===== src/rtl/bitmove_pkg.sv =====
package bitmove_pkg;

    localparam int unsigned BASE_W    = 8;
    localparam int unsigned NUM_LANES = 3;
    localparam int unsigned DATA_W    = BASE_W << (NUM_LANES - 1);
    localparam int unsigned IDX_W     = $clog2(NUM_LANES);

    typedef enum logic [2:0] {
        OP_ASHL = 3'd0,
        OP_ASHR = 3'd1,
        OP_LSHL = 3'd2,
        OP_LSHR = 3'd3,
        OP_ROL  = 3'd4,
        OP_ROR  = 3'd5,
        OP_RCL  = 3'd6,
        OP_RCR  = 3'd7
    } bm_op_e;

    typedef enum logic [1:0] {
        SZ_BYTE = 2'd0,
        SZ_WORD = 2'd1,
        SZ_LONG = 2'd2,
        SZ_LALT = 2'd3
    } bm_size_e;

    typedef struct packed {
        logic c;
        logic v;
        logic n;
        logic z;
    } bm_flags_t;

    function automatic int unsigned lane_width(int unsigned idx);
        return BASE_W << idx;
    endfunction

    function automatic logic [IDX_W-1:0] lane_index(bm_size_e sz);
        case (sz)
            SZ_BYTE: return IDX_W'(0);
            SZ_WORD: return IDX_W'(1);
            default: return IDX_W'(NUM_LANES - 1);
        endcase
    endfunction

    function automatic logic [DATA_W-1:0] lane_mask(logic [IDX_W-1:0] idx);
        logic [DATA_W-1:0] m;
        m = '0;
        for (int b = 0; b < int'(DATA_W); b++) begin
            if (b < int'(lane_width(32'(idx)))) m[b] = 1'b1;
        end
        return m;
    endfunction

endpackage


===== src/rtl/bm_lane.sv =====
module bm_lane
    import bitmove_pkg::*;
#(
    parameter int unsigned W = 8
) (
    input  logic [W-1:0] fld,
    input  bm_op_e       op,
    input  logic         amt_two,
    input  logic         cin,
    output logic [W-1:0] res,
    output logic         cout,
    output logic         vout
);

    typedef struct packed {
        logic         v;
        logic         c;
        logic [W-1:0] d;
    } step_t;

    function automatic step_t one_step(logic [W-1:0] d, logic c, bm_op_e o);
        step_t s;
        s.v = 1'b0;
        s.c = 1'b0;
        s.d = d;
        case (o)
            OP_ASHL, OP_LSHL: begin
                s.d = {d[W-2:0], 1'b0};
                s.c = d[W-1];
                s.v = (o == OP_ASHL) && (d[W-1] != d[W-2]);
            end
            OP_ASHR: begin
                s.d = {d[W-1], d[W-1:1]};
                s.c = d[0];
            end
            OP_LSHR: begin
                s.d = {1'b0, d[W-1:1]};
                s.c = d[0];
            end
            OP_ROL: begin
                s.d = {d[W-2:0], d[W-1]};
                s.c = d[W-1];
            end
            OP_ROR: begin
                s.d = {d[0], d[W-1:1]};
                s.c = d[0];
            end
            OP_RCL: begin
                s.d = {d[W-2:0], c};
                s.c = d[W-1];
            end
            default: begin
                s.d = {c, d[W-1:1]};
                s.c = d[0];
            end
        endcase
        return s;
    endfunction

    step_t first, second;

    always_comb begin
        first  = one_step(fld, cin, op);
        second = one_step(first.d, first.c, op);
        if (amt_two) begin
            res  = second.d;
            cout = second.c;
            vout = first.v | second.v;
        end else begin
            res  = first.d;
            cout = first.c;
            vout = first.v;
        end
    end

endmodule


===== src/rtl/bm_flag_gen.sv =====
module bm_flag_gen
    import bitmove_pkg::*;
#(
    parameter int unsigned DW = DATA_W
) (
    input  logic [DW-1:0]    fld_res,
    input  logic [IDX_W-1:0] lane_sel,
    output logic             neg,
    output logic             zero
);

    always_comb begin
        neg = 1'b0;
        for (int i = 0; i < int'(NUM_LANES); i++) begin
            if (lane_sel == IDX_W'(i)) neg = fld_res[lane_width(32'(i)) - 1];
        end
        zero = (fld_res == '0);
    end

endmodule


===== src/rtl/bitmove_unit.sv =====
module bitmove_unit
    import bitmove_pkg::*;
(
    input  logic              clk,
    input  logic              rst,
    input  logic [DATA_W-1:0] opnd,
    input  logic [1:0]        size_sel,
    input  logic [2:0]        op_sel,
    input  logic              amt_two,
    input  logic              carry_in,
    output logic [DATA_W-1:0] res_q,
    output logic              c_q,
    output logic              v_q,
    output logic              n_q,
    output logic              z_q
);

    bm_op_e            op;
    logic [IDX_W-1:0]  sel;
    logic [DATA_W-1:0] lane_res [NUM_LANES];
    logic              lane_c   [NUM_LANES];
    logic              lane_v   [NUM_LANES];
    logic [DATA_W-1:0] fld_res;
    logic [DATA_W-1:0] keep_mask;
    logic [DATA_W-1:0] merged;
    logic              sel_c, sel_v, f_n, f_z;
    bm_flags_t         flags_q;

    assign op  = bm_op_e'(op_sel);
    assign sel = lane_index(bm_size_e'(size_sel));

    for (genvar i = 0; i < int'(NUM_LANES); i++) begin : g_lane
        localparam int unsigned LW = lane_width(i);
        logic [LW-1:0] r;
        bm_lane #(.W(LW)) u_lane (
            .fld     (opnd[LW-1:0]),
            .op      (op),
            .amt_two (amt_two),
            .cin     (carry_in),
            .res     (r),
            .cout    (lane_c[i]),
            .vout    (lane_v[i])
        );
        assign lane_res[i] = DATA_W'(r);
    end

    always_comb begin
        fld_res = '0;
        sel_c   = 1'b0;
        sel_v   = 1'b0;
        for (int i = 0; i < int'(NUM_LANES); i++) begin
            if (sel == IDX_W'(i)) begin
                fld_res = lane_res[i];
                sel_c   = lane_c[i];
                sel_v   = lane_v[i];
            end
        end
        keep_mask = ~lane_mask(sel);
        merged    = (opnd & keep_mask) | fld_res;
    end

    bm_flag_gen #(.DW(DATA_W)) u_flags (
        .fld_res  (fld_res),
        .lane_sel (sel),
        .neg      (f_n),
        .zero     (f_z)
    );

    always_ff @(posedge clk) begin
        if (rst) begin
            res_q   <= '0;
            flags_q <= '0;
        end else begin
            res_q   <= merged;
            flags_q <= '{c: sel_c, v: sel_v, n: f_n, z: f_z};
        end
    end

    assign c_q = flags_q.c;
    assign v_q = flags_q.v;
    assign n_q = flags_q.n;
    assign z_q = flags_q.z;

endmodule


===== config.mk =====
export PLATFORM = sky130hd
export DESIGN_NAME = bitmove_unit
export DESIGN_NICKNAME = d
export VERILOG_FILES = /design/src/rtl/bitmove_pkg.sv /design/src/rtl/bm_lane.sv /design/src/rtl/bm_flag_gen.sv /design/src/rtl/bitmove_unit.sv
export SDC_FILE = /design/constraint.sdc
export NUM_CORES = 1
export LEC_CHECK = 0
export BUFFER_PORTS_ARGS = -buffer_cell sky130_fd_sc_hd__buf_2
export CORE_ASPECT_RATIO = 1.25
export CORE_UTILIZATION = 35
export CTS_CLUSTER_DIAMETER = 50
export CTS_CLUSTER_SIZE = 24
export DETAILED_ROUTE_END_ITERATION = 8
export GPL_ROUTABILITY_DRIVEN = 1
export PLACE_DENSITY_LB_ADDON = 0.08
export SYNTH_ARGS = -nofsm -noshare
export SYNTH_HDL_FRONTEND = slang
export SYNTH_HIERARCHICAL = 1
export SYNTH_SLANG_ARGS = --single-unit

===== constraint.sdc =====
create_clock -name clk -period 3.6 [get_ports clk]
set_input_delay 0.72 -clock clk [delete_from_list [all_inputs] [get_ports clk]]
set_output_delay 0.72 -clock clk [all_outputs]
set_load 0.05 [all_outputs]

# Yosys cells after proc, flatten, opt, wreduce, memory -nomap -nowiden
# Cells that the tools add are included.
[word_totals]
register_bits = 36
in_bits = 41
out_inout_bits = 36
word_cells = 136
[op_classes]
magnitude_cmp = 32
n_eq_ne = 15
shift = 1
mux = 66
bitwise_logic = 6
reduce_logical = 11
[ops]
columns = ["operator", "n"]
rows = [
  ["$lt A6 B32 Y1 const A", 16],
  ["$pmux W33 S6", 2],
  ["$lt A5 B32 Y1 const A", 8],
  ["$pmux W17 S6", 2],
  ["$lt A4 B32 Y1 const A", 4],
  ["$pmux W9 S6", 2],
  ["$mux W32", 3],
  ["$lt A3 B32 Y1 const A", 2],
  ["$mux W1", 53],
  ["$and A32 B32 Y32", 1],
  ["$logic_not A32 Y1", 1],
  ["$lt A1 B32 Y1 const A", 1],
  ["$lt A2 B32 Y1 const A", 1],
  ["$not A32 Y32", 1],
  ["$or A32 B32 Y32", 1],
  ["$shl A4 B2 Y32 const A", 1],
  ["$mux W16", 1],
  ["$mux W8", 2],
  ["$eq A3 B3 Y1 const B", 3],
  ["$eq A3 B2 Y1 const B", 2],
  ["$logic_and A1 B1 Y1", 6],
  ["$ne A1 B1 Y1", 6],
  ["$eq A2 B1 Y1 const B", 2],
  ["$logic_not A2 Y1", 2],
  ["other kinds (6)", 8],
]

# Longest topological paths before layout
[logic_depth]
ltp_word = 11
depth_mapped = 11

# Hierarchy
# The synthesis kept the hierarchy.
[modules_own_cells]
columns = ["mod", "n_inst", "cells_each", "area_per_inst_um2", "seq_area_each_um2"]
rows = [
  ["bitmove_unit", 1, 192, 1776.7, 720.7],
  ["bm_lane at g_lane[2].u_lane", 1, 75, 979.7, 0.0],
  ["bm_lane at g_lane[1].u_lane", 1, 46, 554.3, 0.0],
  ["bm_lane at g_lane[0].u_lane", 1, 37, 367.9, 0.0],
  ["bm_flag_gen", 1, 14, 98.8, 0.0],
]

# Least setup slack after synthesis
# OpenSTA, ideal clock, no wires.
[synth_timing]
path_kind = "input port to flip-flop"
start = "in op_sel[1]"
end = "reg flags_q (netlist bit z_q)"
arrival_time_ps = 2486
required_ps = 3535
path_slack_ps = 1049
cell_stages = 10
path_buffers = 1
path_cell_list = "buf_6 -> mux2_4 -> a21o_1 -> mux4_2 -> mux2i_1 -> a21oi_1 -> nor4_1 -> nand4_1 -> nor2_1 -> nor2b_1"
[synth_via]
elab_chain_cells = 9
[synth_lines]
columns = ["element", "line", "rtl"]
rows = [
  ["from (decl)", "bitmove_unit.sv:8", "input logic [2:0] op_sel,"],
  ["$eq A3 B2 Y1 or $logic_not A3 Y1 (tied branches)", "bm_lane.sv:26", "case (o)"],
  ["$reduce_or A2 Y1", "bm_lane.sv:26", ""],
  ["$pmux W9 S6 (2 in a row)", "bm_lane.sv:26", ""],
  ["$mux W8 *", "bm_lane.sv:65", "if (amt_two) begin"],
  ["via g_lane[0].r[6]", "bitmove_unit.sv:34", "logic [LW-1:0] r;"],
  ["$mux W8 *", "bitmove_unit.sv:52", "if (sel == IDX_W'(i)) begin"],
  ["$mux W32 * (2 in a row)", "bitmove_unit.sv:52", ""],
  ["via fld_res[6]", "bitmove_unit.sv:23", "logic [DATA_W-1:0] fld_res;"],
  ["$logic_not A32 Y1 *", "bm_flag_gen.sv:17", "zero = (fld_res == '0);"],
  ["via f_z", "bitmove_unit.sv:26", "logic sel_c, sel_v, f_n, f_z;"],
  ["to (signal assigned)", "bitmove_unit.sv:75", "flags_q <= '{c: sel_c, v: sel_v, n: f_n, z: f_z};"],
  ["to (decl)", "bitmove_unit.sv:27", "bm_flags_t flags_q;"],
]
# The timed path passes the listed nets; every way through them passes the cells marked *.
# A chain may end at the register's enable or synchronous reset.

# Final worst setup path
# Same ends and word-level chain as after synthesis.

==> out/qor_table.md <==
| Parameter | Value | Unit |
|---|---|---|
| Status | complete, but fails checks | - |
| Violated checks | DRC | - |
| Synthesized-area fraction occupied by adder cells | 0 | - |
| Total Routed Length | 10120 | um |
| Largest incremental delay on the critical path | 0.44 | ns |
| Launching instance or port of the critical path | op_sel[1] | - |
| Placeable core area | 0.01056 | mm^2 |
| Worst-path clk slew | 0.05 | ns |
| Worst endpoint required time | 3.81 | ns |
| Critical Path AT | 3.00 | ns |
| Number of fill cells in the layout | 1038 | - |
| Synth cell count leaders | mux4_2 (51), dfxtp_1 (36), mux2i_1 (36) | - |
| Post-synthesis simple-gate area fraction | 0.1911 | - |
| Combined area of all synthesized cells | 0.003777 | mm^2 |
| Max cap viols | 0 | - |
| Setup repair after global routing missed its margin | false | - |
| Final Cycle Share | 0.7734 | - |
| Min Clock Period, post-route | 2.784 | ns |
| Count of unresolved DRC violations after routing | 1 | - |
| Vert. Die Dim | 118.2 | um |
| Placed wire-length estimate after detailed placement | 7313 | um |
| Setup TNS Final | 0 | ns |
| Post-synthesis xor/xnor area fraction | 0.006956 | - |
| First-pass GRT wire length | 16500 | um |
| Global placement routability congestion | 0.7742 | - |
| CTS buffer count | 5 | - |
| # placed instances | 544 | - |
| Power Total | 1.421 | mW |
| Area Growth Syn to Fin | 13.65 | % |
| Most Used Layer, Global Route | met2 | - |
| Number of nets at the end of the flow | 460 | - |
| Total of cells resized after clock tree synthesis | 0 | - |
| Met2 track demand over resource | 0.2968 | - |
| Syn Inst Count | 364 | - |
| Endpoint class of the critical path | flip-flop | - |
| Slew HR | 0.5446 | - |
| Unique masters post-synth | 51 | - |
| Combinational family with the most area after synthesis | multiplexers | - |
| Count of flip-flops with a built-in enable after synthesis | 0 | - |
| Initial DRC count | 164 | - |
| Largest net degree at the start of global routing | 39 | - |
| Average detailed-routed wire length per instance | 18.36 | um |
| Count of hold-fix buffers inserted at cts | 0 | - |
| Number of input and output port buffers inserted | 76 | - |
| Final Hold Viols | 0 | - |
| Syn_area_per_cell | 10.38 | um^2 |
| DR pass1 iterations | 7 | - |
| Global Route met1 Usage | 0.2700 | - |
| Synth area leaders | mux4_2 (30%), dfxtp_1 (19%), mux2i_1 (9.5%), nor2b_1 (4.1%), nand2_1 (2.7%) | - |
| Path class of the lowest-slack min-delay path | in2reg | - |
| Setup violators final | 0 | - |
| Fraction of layout cells with a size suffix above 1 | 0.3914 | - |
| Via count | 3179 | - |
| Critical path's top delay family | multiplexers | - |
| Ratio of total power to cell area | 331.0 | mW/mm^2 |
| Register area | 720.7 | um^2 |
| Non-filler instance count after layout | 551 | - |
| Seq cells post-synth | 36 | - |
| Root buffer cell | clkbuf_16 | - |
| Top FF cell, synth | dfxtp_1 | - |
| Class of the most critical setup path | in2reg | - |
| Die width | 94.92 | um |
| Tightest Pin Transition | 0.6830 | ns |
| Number of pins exceeding their max-slew limit in the final report | 0 | - |
| Maximum vdd ir drop | 172.9 | uV |
| Clock tree from TritonCTS | yes | - |
| Sequence of cells on the critical path | buf_2, mux2_4, a21o_1, mux4_2, mux2i_1, a21oi_1, nor4_1, nand4_1, nor2_1, nor2b_1 | - |
| Row Count | 42 | - |
| Global-route usage over all layers | 0.1903 | - |
| Vias in the first global route | 3005 | - |
| Die footprint | 0.01121 | mm^2 |
| Cell type with the largest total area after synthesis | mux4_2 | - |
| CP max-delay cell | mux4_2 | - |
| Remaining number of nets flagged by the antenna check after routing | 0 | - |
| Achievable Freq | 359.2 | MHz |
| Startpoint of the worst hold path | opnd[16] | - |
| Leak Pwr | 1.749 | nW |
| Starting density of the core | 0.3576 | - |
| CTS H-Tree Depth | 2 | - |
| Setup repair bufs after CTS | 0 | - |
| Clock sinks | 36 | - |
| Initial antenna violation count | 0 | - |
| Maximum buffer depth of the clock tree | 2 | - |
| Synth warn | 6 | - |
| Total inserted antenna cells | 0 | - |
| Most used standard cell by instance count after synthesis | mux4_2 | - |
| Proportion of netlist area held by the largest area contributor | 0.3041 | - |
| Crit start category | input pin | - |
| Post-synthesis mux area share | 0.4223 | - |
| Total overflow reported by the global router | 0 | - |
| Worst path bufs/invs | 1 | - |
| Portion of the post-synthesis area used by sequential elements | 0.1908 | - |
| Vias per cell | 5.770 | - |
| Count of boundary I/O pins | 77 | - |
| Share of synthesized flip-flops with an asynchronous set or reset | 0 | - |
| Critical path peak fanout | 24 | - |
| Syn_nets | 405 | - |
| Met3 usage in global routing | 0.02574 | - |
| Multi-input combinational cell area | 0.002783 | mm^2 |
| Final design utilization | 0.4064 | - |
| Synthesized-area fraction occupied by ao, oa, aoi and oai cells | 0.1163 | - |
[metrics by stage]
stage | hold WS, ns | area, um^2 | worst slack [ns]
global placement | 1.031 | 4159 | 0.5359
floorplan | 0.8639 | 3777 | 1.049
detailed placement | 1.029 | 4159 | 0.5439
global route | 0.7742 | 4293 | 0.5775
CTS | 0.7448 | 4293 | 0.8119
finish | 0.7478 | 4293 | 0.8159
[layout make-up]
class	instances	area share
tap	132	0.03847
clock inverter	1	0.001166
inverter	4	0.003498
multi-input combinational	287	0.6482
clock buffer	6	0.03002
timing repair buffer	85	0.1108
sequential	36	0.1679
[metal layers]
layer  part of all wire  vias to the layer above
li1                   -                     1513
met1               0.47                     1564
met2               0.47                       90
met3              0.038                       12
met4              0.020                        0
met5                  0                        -
[kinds of logic after synthesis]
kind of cell	count (synthesis)
xor gates and xnor gates	3
and+or+nand+nor	127
buffers and inverters	41
DFF	36
muxes	94
AOI/OAI and AO/OA	63
[worst paths after layout]
| check | slack, ns | to | depth (start not counted) |
|---|---|---|---|
| max | 0.82 | z_q$_SDFF_PP0_ | 10 |
| min | 0.75 | res_q[16]$_SDFF_PP0_ | 3 |
[state kept, by name, summed over array words and instances (netlist names)]
name / flops
res_q: 32
c_q: 1
n_q: 1
v_q: 1
z_q: 1
[worst min-delay path: stages]
cell,delay (ns)
buf_2,0.12
mux2i_1,0.07
nor2_1,0.07
[placed cells by master, fill, tap and decap left out, drive strengths merged, types with 6 or more instances in the layout]
cell and count:
mux2 7, nand2 27, dfxtp 36, mux2i 36
nor4 8, a311oi 8, mux4 51, buf 85
nand2b 10, and2 16, nor2b 26, o21ai 14
clkbuf 6, a21oi 13, nor2 22, a211oi 10
[where the power goes]
part	leakage, nW	internal, mW	switching [mW]	total (mW)
registers	0.300	0.432	0.00757	0.440
clock network	0.0667	0.251	0.154	0.405
logic	1.38	0.229	0.348	0.577
total	1.75	0.912	0.509	1.42
Power figures use the tool's default switching activity.
